`config.mk`:
```
export PLATFORM = sky130hd
export DESIGN_NAME = intc_accept
export DESIGN_NICKNAME = d
export VERILOG_FILES = /design/src/rtl/intc_pkg.sv /design/src/rtl/intc_rst_sync.sv /design/src/rtl/intc_prio_bank.sv /design/src/rtl/intc_prio_pick.sv /design/src/rtl/intc_nmi_detect.sv /design/src/rtl/intc_mask_ctrl.sv /design/src/rtl/intc_accept.sv
export SDC_FILE = /design/constraint.sdc
export NUM_CORES = 1
export LEC_CHECK = 0
export BUFFER_PORTS_ARGS = -buffer_cell sky130_fd_sc_hd__buf_2
export CELL_PAD_IN_SITES_DETAIL_PLACEMENT = 1
export CELL_PAD_IN_SITES_GLOBAL_PLACEMENT = 1
export CORE_MARGIN = 1
export CORE_UTILIZATION = 50
export DETAILED_ROUTE_END_ITERATION = 10
export PLACE_DENSITY = 0.87
export SLEW_MARGIN = 40
export SYNTH_ARGS = -nofsm -noshare
export SYNTH_HDL_FRONTEND = slang
export SYNTH_SLANG_ARGS = --single-unit
```
`constraint.sdc`:
```
create_clock -name clk -period 2.7 [get_ports clk]
set_input_delay 0.135 -clock clk [delete_from_list [all_inputs] [get_ports clk]]
set_output_delay 0.135 -clock clk [all_outputs]
set_load 0.005 [all_outputs]
```
`src/rtl/intc_pkg.sv`:
```
package intc_pkg;
  localparam int LVL_W = 4;
  typedef logic [LVL_W-1:0] lvl_t;
  localparam lvl_t LVL_TOP = '1;
endpackage

```
`src/rtl/intc_rst_sync.sv`:
```
module intc_rst_sync (
  input  logic clk,
  input  logic rst_n,
  output logic rst_n_sync
);
  logic stage_q;
  logic out_q;

  always_ff @(posedge clk or negedge rst_n) begin
    if (!rst_n) begin
      stage_q <= 1'b0;
      out_q   <= 1'b0;
    end else begin
      stage_q <= 1'b1;
      out_q   <= stage_q;
    end
  end

  assign rst_n_sync = out_q;
endmodule

```
`src/rtl/intc_prio_bank.sv`:
```
module intc_prio_bank
  import intc_pkg::*;
#(
  parameter int N_SRC = 8,
  localparam int IDX_W = (N_SRC > 1) ? $clog2(N_SRC) : 1
) (
  input  logic                        clk,
  input  logic                        rst_n,
  input  logic                        wr_en,
  input  logic [IDX_W-1:0]            wr_idx,
  input  lvl_t                        wr_lvl,
  output logic [N_SRC-1:0][LVL_W-1:0] lvl_o
);
  for (genvar g = 0; g < N_SRC; g++) begin : g_src
    logic hit;
    lvl_t lvl_d;
    lvl_t lvl_q;

    assign hit = wr_en && (wr_idx == IDX_W'(g));

    always_comb begin
      lvl_d = lvl_q;
      if (hit) lvl_d = wr_lvl;
    end

    always_ff @(posedge clk or negedge rst_n) begin
      if (!rst_n)   lvl_q <= '0;
      else if (hit) lvl_q <= lvl_d;
    end

    assign lvl_o[g] = lvl_q;
  end
endmodule

```
`src/rtl/intc_prio_pick.sv`:
```
module intc_prio_pick
  import intc_pkg::*;
#(
  parameter int N_SRC = 8,
  localparam int IDX_W = (N_SRC > 1) ? $clog2(N_SRC) : 1
) (
  input  logic [N_SRC-1:0]            req,
  input  logic [N_SRC-1:0][LVL_W-1:0] lvl,
  input  lvl_t                        thr,
  output logic                        hit,
  output logic [IDX_W-1:0]            idx,
  output lvl_t                        win_lvl
);
  // Scan from the top index down with >= so that a lower index overrides an
  // equal level found earlier in the scan.
  always_comb begin
    hit     = 1'b0;
    idx     = '0;
    win_lvl = '0;
    for (int i = N_SRC - 1; i >= 0; i--) begin
      if (req[i] && (lvl[i] > thr) && (lvl[i] >= win_lvl)) begin
        hit     = 1'b1;
        idx     = IDX_W'(i);
        win_lvl = lvl[i];
      end
    end
  end
endmodule

```
`src/rtl/intc_nmi_detect.sv`:
```
module intc_nmi_detect (
  input  logic clk,
  input  logic rst_n,
  input  logic pin,
  input  logic rise_sel,
  input  logic take,
  output logic level,
  output logic pend
);
  logic s1_q, s2_q, s3_q;
  logic pend_q, pend_d;
  logic edge_hit;

  always_comb begin
    edge_hit = rise_sel ? (s2_q && !s3_q) : (!s2_q && s3_q);
    pend_d   = pend_q;
    if (take)     pend_d = 1'b0;
    if (edge_hit) pend_d = 1'b1;
  end

  always_ff @(posedge clk or negedge rst_n) begin
    if (!rst_n) begin
      s1_q   <= 1'b1;
      s2_q   <= 1'b1;
      s3_q   <= 1'b1;
      pend_q <= 1'b0;
    end else begin
      s1_q   <= pin;
      s2_q   <= s1_q;
      s3_q   <= s2_q;
      pend_q <= pend_d;
    end
  end

  assign level = s2_q;
  assign pend  = pend_q;

  AST_PEND_HOLD: assert property (@(posedge clk) disable iff (!rst_n)
    pend_q && !take |=> pend_q);
endmodule

```
`src/rtl/intc_mask_ctrl.sv`:
```
module intc_mask_ctrl
  import intc_pkg::*;
(
  input  logic clk,
  input  logic rst_n,
  input  logic bl_we,
  input  logic bl_wdata,
  input  logic imask_we,
  input  lvl_t imask_wdata,
  input  logic acc_any,
  input  logic acc_nmi,
  input  lvl_t acc_lvl,
  input  logic intmu,
  output logic bl,
  output lvl_t imask
);
  logic bl_q, bl_d, bl_en;
  lvl_t imask_q, imask_d;
  logic imask_en, auto_ld;

  always_comb begin
    auto_ld  = acc_any && intmu;
    bl_en    = acc_any || bl_we;
    bl_d     = acc_any ? 1'b1 : bl_wdata;
    imask_en = auto_ld || imask_we;
    if (auto_ld) imask_d = acc_nmi ? LVL_TOP : acc_lvl;
    else         imask_d = imask_wdata;
  end

  always_ff @(posedge clk or negedge rst_n) begin
    if (!rst_n) begin
      bl_q    <= 1'b1;
      imask_q <= LVL_TOP;
    end else begin
      if (bl_en)    bl_q    <= bl_d;
      if (imask_en) imask_q <= imask_d;
    end
  end

  assign bl    = bl_q;
  assign imask = imask_q;

  AST_INTMU_LOAD: assert property (@(posedge clk) disable iff (!rst_n)
    acc_any && !acc_nmi && intmu |=> imask_q == $past(acc_lvl));
  AST_IMASK_KEEP: assert property (@(posedge clk) disable iff (!rst_n)
    acc_any && !intmu && !imask_we |=> $stable(imask_q));
endmodule

```
`src/rtl/intc_accept.sv`:
```
module intc_accept
  import intc_pkg::*;
#(
  parameter int N_SRC = 8,
  parameter int CODE_W = 12,
  parameter logic [CODE_W-1:0] EVT_BASE = 12'h200,
  parameter logic [CODE_W-1:0] EVT_STEP = 12'h020,
  parameter logic [CODE_W-1:0] NMI_CODE = 12'h1C0,
  localparam int IDX_W = (N_SRC > 1) ? $clog2(N_SRC) : 1
) (
  input  logic              clk,
  input  logic              rst_n,
  input  logic [N_SRC-1:0]  irq_req,
  input  logic              prio_we,
  input  logic [IDX_W-1:0]  prio_idx,
  input  logic [3:0]        prio_lvl,
  input  logic              sr_bl_we,
  input  logic              sr_bl_wdata,
  input  logic              sr_imask_we,
  input  logic [3:0]        sr_imask_wdata,
  input  logic              mode_intmu,
  input  logic              mode_mai,
  input  logic              nmi_pin,
  input  logic              nmi_rise_sel,
  output logic              acc_pulse,
  output logic [CODE_W-1:0] acc_code,
  output logic              acc_is_nmi,
  output logic              sr_bl,
  output logic [3:0]        sr_imask
);
  logic                        rst_n_s;
  logic [N_SRC-1:0][LVL_W-1:0] lvl_tab;
  logic                        win_hit;
  logic [IDX_W-1:0]            win_idx;
  lvl_t                        win_lvl;
  logic                        nmi_lvl, nmi_pend;
  logic                        gate_mai, acc_nmi, acc_mask, acc_any;
  logic [CODE_W-1:0]           code_d;
  logic                        ack_q, nmi_q;
  logic [CODE_W-1:0]           code_q;
  logic                        bl_cur;
  lvl_t                        imask_cur;

  intc_rst_sync u_rst (
    .clk(clk), .rst_n(rst_n), .rst_n_sync(rst_n_s)
  );

  intc_prio_bank #(.N_SRC(N_SRC)) u_bank (
    .clk(clk), .rst_n(rst_n_s), .wr_en(prio_we), .wr_idx(prio_idx),
    .wr_lvl(prio_lvl), .lvl_o(lvl_tab)
  );

  intc_prio_pick #(.N_SRC(N_SRC)) u_pick (
    .req(irq_req), .lvl(lvl_tab), .thr(imask_cur),
    .hit(win_hit), .idx(win_idx), .win_lvl(win_lvl)
  );

  intc_nmi_detect u_nmi (
    .clk(clk), .rst_n(rst_n_s), .pin(nmi_pin), .rise_sel(nmi_rise_sel),
    .take(acc_nmi), .level(nmi_lvl), .pend(nmi_pend)
  );

  intc_mask_ctrl u_mask (
    .clk(clk), .rst_n(rst_n_s),
    .bl_we(sr_bl_we), .bl_wdata(sr_bl_wdata),
    .imask_we(sr_imask_we), .imask_wdata(sr_imask_wdata),
    .acc_any(acc_any), .acc_nmi(acc_nmi), .acc_lvl(win_lvl),
    .intmu(mode_intmu), .bl(bl_cur), .imask(imask_cur)
  );

  // Acceptance decision
  always_comb begin
    gate_mai = mode_mai && !nmi_lvl;
    acc_nmi  = nmi_pend;
    acc_mask = !nmi_pend && !bl_cur && !gate_mai && win_hit;
    acc_any  = acc_nmi || acc_mask;
    if (acc_nmi) code_d = NMI_CODE;
    else         code_d = EVT_BASE + EVT_STEP * CODE_W'(win_idx);
  end

  always_ff @(posedge clk or negedge rst_n_s) begin
    if (!rst_n_s) begin
      ack_q  <= 1'b0;
      nmi_q  <= 1'b0;
      code_q <= '0;
    end else begin
      ack_q <= acc_any;
      if (acc_any) begin
        nmi_q  <= acc_nmi;
        code_q <= code_d;
      end
    end
  end

  assign acc_pulse  = ack_q;
  assign acc_code   = code_q;
  assign acc_is_nmi = nmi_q;
  assign sr_bl      = bl_cur;
  assign sr_imask   = imask_cur;

  AST_BL_HOLDS_OFF: assert property (@(posedge clk) disable iff (!rst_n_s)
    ack_q && !nmi_q |-> !$past(bl_cur));
  AST_ABOVE_MASK: assert property (@(posedge clk) disable iff (!rst_n_s)
    ack_q && !nmi_q |-> $past(win_lvl) > $past(imask_cur));
  AST_WINNER_REQ: assert property (@(posedge clk) disable iff (!rst_n_s)
    win_hit |-> irq_req[win_idx]);
  AST_MAI_GATE: assert property (@(posedge clk) disable iff (!rst_n_s)
    ack_q && !nmi_q |-> !$past(mode_mai && !nmi_lvl));
  AST_NMI_FIRST: assert property (@(posedge clk) disable iff (!rst_n_s)
    ack_q && !nmi_q |-> !$past(nmi_pend));
  AST_BL_ON_ACK: assert property (@(posedge clk) disable iff (!rst_n_s)
    ack_q |-> bl_cur);
endmodule

```
==> flow_metrics.env, run 1 <==
export IMPL_outcome="did not finish"
export IMPL_lastStage="clock tree synthesis"
export IMPL_error="[ERROR DPL-0033] detailed placement checks failed during check placement."
export IMPL_netlist_area_um2=3850
export IMPL_clk_path_buf_depth=2
export IMPL_place_area_um2=5020
export IMPL_synth_top_cell_area_share_pct=26.6
export IMPL_cts_root_buf="clkbuf_8"
export IMPL_synth_compound_area_share_pct=22.6
export IMPL_postCtsSetupBuffers=21
export IMPL_die_x_um=89.8
export IMPL_synth_seq_cells=49
export IMPL_port_buffers=40
export IMPL_ctsResizeCount=49
export IMPL_clock_sinks=49
export IMPL_yosys_warnings=0
export IMPL_synth_area_leaders="dfrtp_1 (27%), ha_1 (18%), mux2_2 (9.3%), dfstp_2 (5.5%), a21oi_1 (3.4%)"
export IMPL_synth_seq_area_share_pct=32.1
export IMPL_muxShareOfSynthArea_pct=10.4
export IMPL_dieHeight_um=89.8
export IMPL_io_pins=48
export IMPL_synth_ff_type="dfrtp_1"
export IMPL_avgSynthCellArea_um2=9.96
export IMPL_row_count=31
export IMPL_synth_fa_ha_area_share_pct=18.5
export IMPL_synth_edff_count=0
export IMPL_synth_simple_area_share_pct=11.3
export IMPL_synth_top_family_by_area="compound AO/OA/AOI/OAI gates"
export IMPL_cts_buffers=5
export IMPL_hold_buffers=2
export IMPL_globalplace_congestion=0.874
export IMPL_start_util_pct=52.3
export IMPL_hpwl_um=12100
export IMPL_synth_xor_area_share_pct=0
export IMPL_synthArstFlopShare_pct=100
export IMPL_h_tree_depth=2
export IMPL_synth_cells=387
export IMPL_synth_top_area_cell="dfrtp_1"
export IMPL_synth_cell_types=57
## cell families after synthesis
group / after synthesis
AOI/OAI and AO/OA: 118
and+or+nand+nor: 82
muxes: 36
other: 2
buffers and inverters: 43
adders and majority gates: 57
DFF: 49
## cell usage after synthesis (4+ instances only)
master,number
a22oi_1,7
dfstp_2,8
a21oi_1,26
mux2i_1,4
ha_1,56
o21ai_0,15
nor3_1,4
buf_4,8
dfrtp_1,41
nand4_1,7
nand2b_1,11
o21a_1,7
mux2_2,32
a21o_1,14
nor2b_1,8
nor2_1,8
o211ai_1,9
inv_1,33
nand3_1,10
nand2_1,21
## metrics by stage
step / utilization [%] / setup slack (ns) / instances / TNS [ns]
after floorplan: - / -8.81 / 393 / -93.90
after global placement: 68.1 / -8.65 / 623 / -93.75
after detailed placement: 68.2 / -9.55 / 623 / -103.53
==> run 2: changes to the inputs <==
Settings changed: CELL_PAD_IN_SITES_DETAIL_PLACEMENT 1 to unset, CELL_PAD_IN_SITES_GLOBAL_PLACEMENT 1 to unset, CORE_UTILIZATION 50 to 40, PLACE_DENSITY 0.87 to unset, PLACE_DENSITY_LB_ADDON set to 0.15.
==> flow_metrics.env, run 2 <==
export IMPL_clkLatencyLatePin_ns=0.31
export IMPL_clock_power_share_pct=6.4
export IMPL_clock_sinks=49
export IMPL_antenna_found_initial=0
export IMPL_ant_nets=0
export IMPL_min_period_ns=11.47
export IMPL_vias=3738
export IMPL_max_cap_violations=0
export IMPL_end_kind="flop"
export IMPL_slowest_delay_ns=0.57
export IMPL_crit_family="compound AO/OA/AOI/OAI gates"
export IMPL_row_count=35
export IMPL_vias_per_cell=5.32
export IMPL_gr_total_overflow=0
export IMPL_tightest_slew_ns=0.771
export IMPL_die_x_um=100
export IMPL_setup_viol=11
export IMPL_synth_area_leaders="dfrtp_1 (27%), ha_1 (18%), mux2_2 (9.3%), dfstp_2 (5.5%), a21oi_1 (3.4%)"
export IMPL_multi_input_area_um2=2770
export IMPL_yosysMostFrequentCell="ha_1"
export IMPL_cp_max_fo=5
export IMPL_hp_class="input pin to flop"
export IMPL_synth_seq_cells=49
export IMPL_drt_initial_drc_count=120
export IMPL_path_common_cell="a21o_1"
export IMPL_register_area_um2=1240
export IMPL_combPwrFrac_pct=78.3
export IMPL_synth_seq_area_share_pct=32.1
export IMPL_power_switching_uw=2890
export IMPL_synth_top_cell_area_share_pct=26.6
export IMPL_rsz0062_at_grt="true"
export IMPL_grt_pass1_wl_um=18500
export IMPL_avgSynthCellArea_um2=9.96
export IMPL_dr_pass1_iters=4
export IMPL_grt_max_degree=33
export IMPL_leakagePower_uw=0.00275
export IMPL_p_int_uw=4130
export IMPL_synth_cell_types=57
export IMPL_power_density_nw_per_um2=1230
export IMPL_p_seq_share_pct=15.3
export IMPL_design_power_total_uw=7010
export IMPL_largest_reg_flops=32
export IMPL_fin_crit_sh_pct=425
export IMPL_place_area_um2=5130
export IMPL_cp_start_kind="flop"
export IMPL_fin_setup_tns_ns=-95.08
export IMPL_synth_cells=387
export IMPL_h_tree_depth=2
export IMPL_timing_critical_path_buf_inv=4
export IMPL_slew_violations=0
export IMPL_criticalPathCategory="flop to flop"
export IMPL_diodes=0
export IMPL_final_cell_mix="buf_4 (134), ha_1 (51), dfrtp_1 (40), buf_2 (40), inv_1 (32)"
export IMPL_final_common_cell="buf_4"
export IMPL_clk_pin_slew_ns=0.10
export IMPL_drive_above_1_share_pct=49.7
export IMPL_final_nets=657
export IMPL_drc=0
export IMPL_fmax_mhz=87.2
export IMPL_regMostFlops="u_bank.g_src.lvl_q"
export IMPL_ys_top_cells_by_count="ha_1 (56), dfrtp_1 (41), inv_1 (33), mux2_2 (32), a21oi_1 (26)"
export IMPL_io_pins=48
export IMPL_grt_usage_pct=24.2
export IMPL_hpwl_um=8550
export IMPL_hold_viol=0
export IMPL_cts_buffers=5
export IMPL_design_area_um2=5680
export IMPL_ir_drop_uv=573
export IMPL_cts_tree="built"
export IMPL_synth_edff_count=0
export IMPL_wl_um=11800
export IMPL_switching_share_pct=41.2
export IMPL_outcome="finished with violations"
export IMPL_violations="setup timing"
export IMPL_finalWorstSetupSlack_ns=-8.77
export IMPL_finClkSkew_ns=0.00874
export IMPL_wire_per_inst_um=16.8
export IMPL_dieHeight_um=100
export IMPL_globalplace_congestion=0.845
export IMPL_cts_root_buf="clkbuf_8"
export IMPL_start_util_pct=41.5
export IMPL_yosys_warnings=0
export IMPL_netlist_area_um2=3850
export IMPL_slew_headroom_pct=48.2
export IMPL_worstPathRequired_ns=2.94
export IMPL_dieArea_um2=10000
export IMPL_synth_top_area_cell="dfrtp_1"
export IMPL_port_buffers=40
export IMPL_num_fill_cells=808
export IMPL_crit_path_top_delay_cell="dfstp_2"
export IMPL_coreArea_um2=9280
export IMPL_synth_ff_type="dfrtp_1"
export IMPL_synthArstFlopShare_pct=100
export IMPL_syn2layout_area_growth_pct=47.4
export IMPL_grt_pass1_vias=3795
export IMPL_arrival_ns=11.72
export IMPL_clk_path_buf_depth=2
run 2: repair_timing:
item | in CTS | in global routing
pin swaps | 20 | 19
endpoints found under the setup margin | 11 | 11
hold buffers | 2 | 0
gates resized for setup | 22 | 19
buffers inserted | 29 | 3
endpoints found under the hold margin | 3 | 0
run 2: per-layer routing:
metal | GRT usage, % | share of wire [%] | vias up
met1 | 31.7 | 45 | 1826
li1 | - | - | 1814
met5 | 0 | 0 | -
met2 | 41.8 | 49 | 73
met4 | 7.47 | 2.5 | 0
met3 | 2.92 | 3.8 | 25
run 2: final timing paths:
kind	start	end	cells after the start	slack, ns
min in group asynchronous	rst_n	u_rst.rst_n_sync	2	0.12
worst min register to register	u_rst.rst_n_sync	acc_pulse	0	0.20
worst max register to register	u_mask.imask[1]	u_mask.imask[3]	57	-8.77
max in group asynchronous	u_rst.rst_n_sync	u_mask.imask[3]	1	1.72
worst min-delay path	sr_bl_wdata	u_mask.bl	2	0.04
worst max-delay path	u_mask.imask[1]	u_mask.imask[3]	57	-8.77
run 2: layout make-up:
type | count | share of cell area [%]
multi-input cells | 301 | 48.7
well taps | 129 | 2.84
clock buffers | 5 | 1.21
flip-flops and latches | 49 | 21.8
inverters | 34 | 2.31
clock inverters | 3 | 0.396
repair buffers | 181 | 22.7
run 2: power by group through the flow:
| stage | logic (uW) | clock network (uW) | registers (uW) |
|---|---|---|---|
| global placement | 4340 | 0 | 1080 |
| floorplan | 2530 | 0 | 1110 |
| detailed placement | 4460 | 0 | 1080 |
| CTS | 5200 | 467 | 1070 |
| finish | 5490 | 452 | 1070 |
| global route | 5970 | 484 | 1100 |
run 2: cells by family after synthesis:
family,synth area share (%)
AO/OA/AOI/OAI,22.6
adder cells (fa/ha/maj),18.5
buffers and inverters,4.97
flip-flops,32.1
multiplexers,10.4
other,0.195
AND/OR/NAND/NOR,11.3
run 2: per-stage QoR:
stage	std cells	hold WS [ns]	util, %	setup WS [ns]
after global routing	702	0.0457	61.2	-9.32
after floorplan	393	-0.161	-	-8.81
after global placement	663	-0.0792	55.3	-8.59
after CTS	701	0.0386	60.1	-8.70
after detailed placement	663	-0.0764	55.3	-8.85
final	702	0.0434	61.2	-8.77
Note: power is estimated with default switching activity, not from simulation.
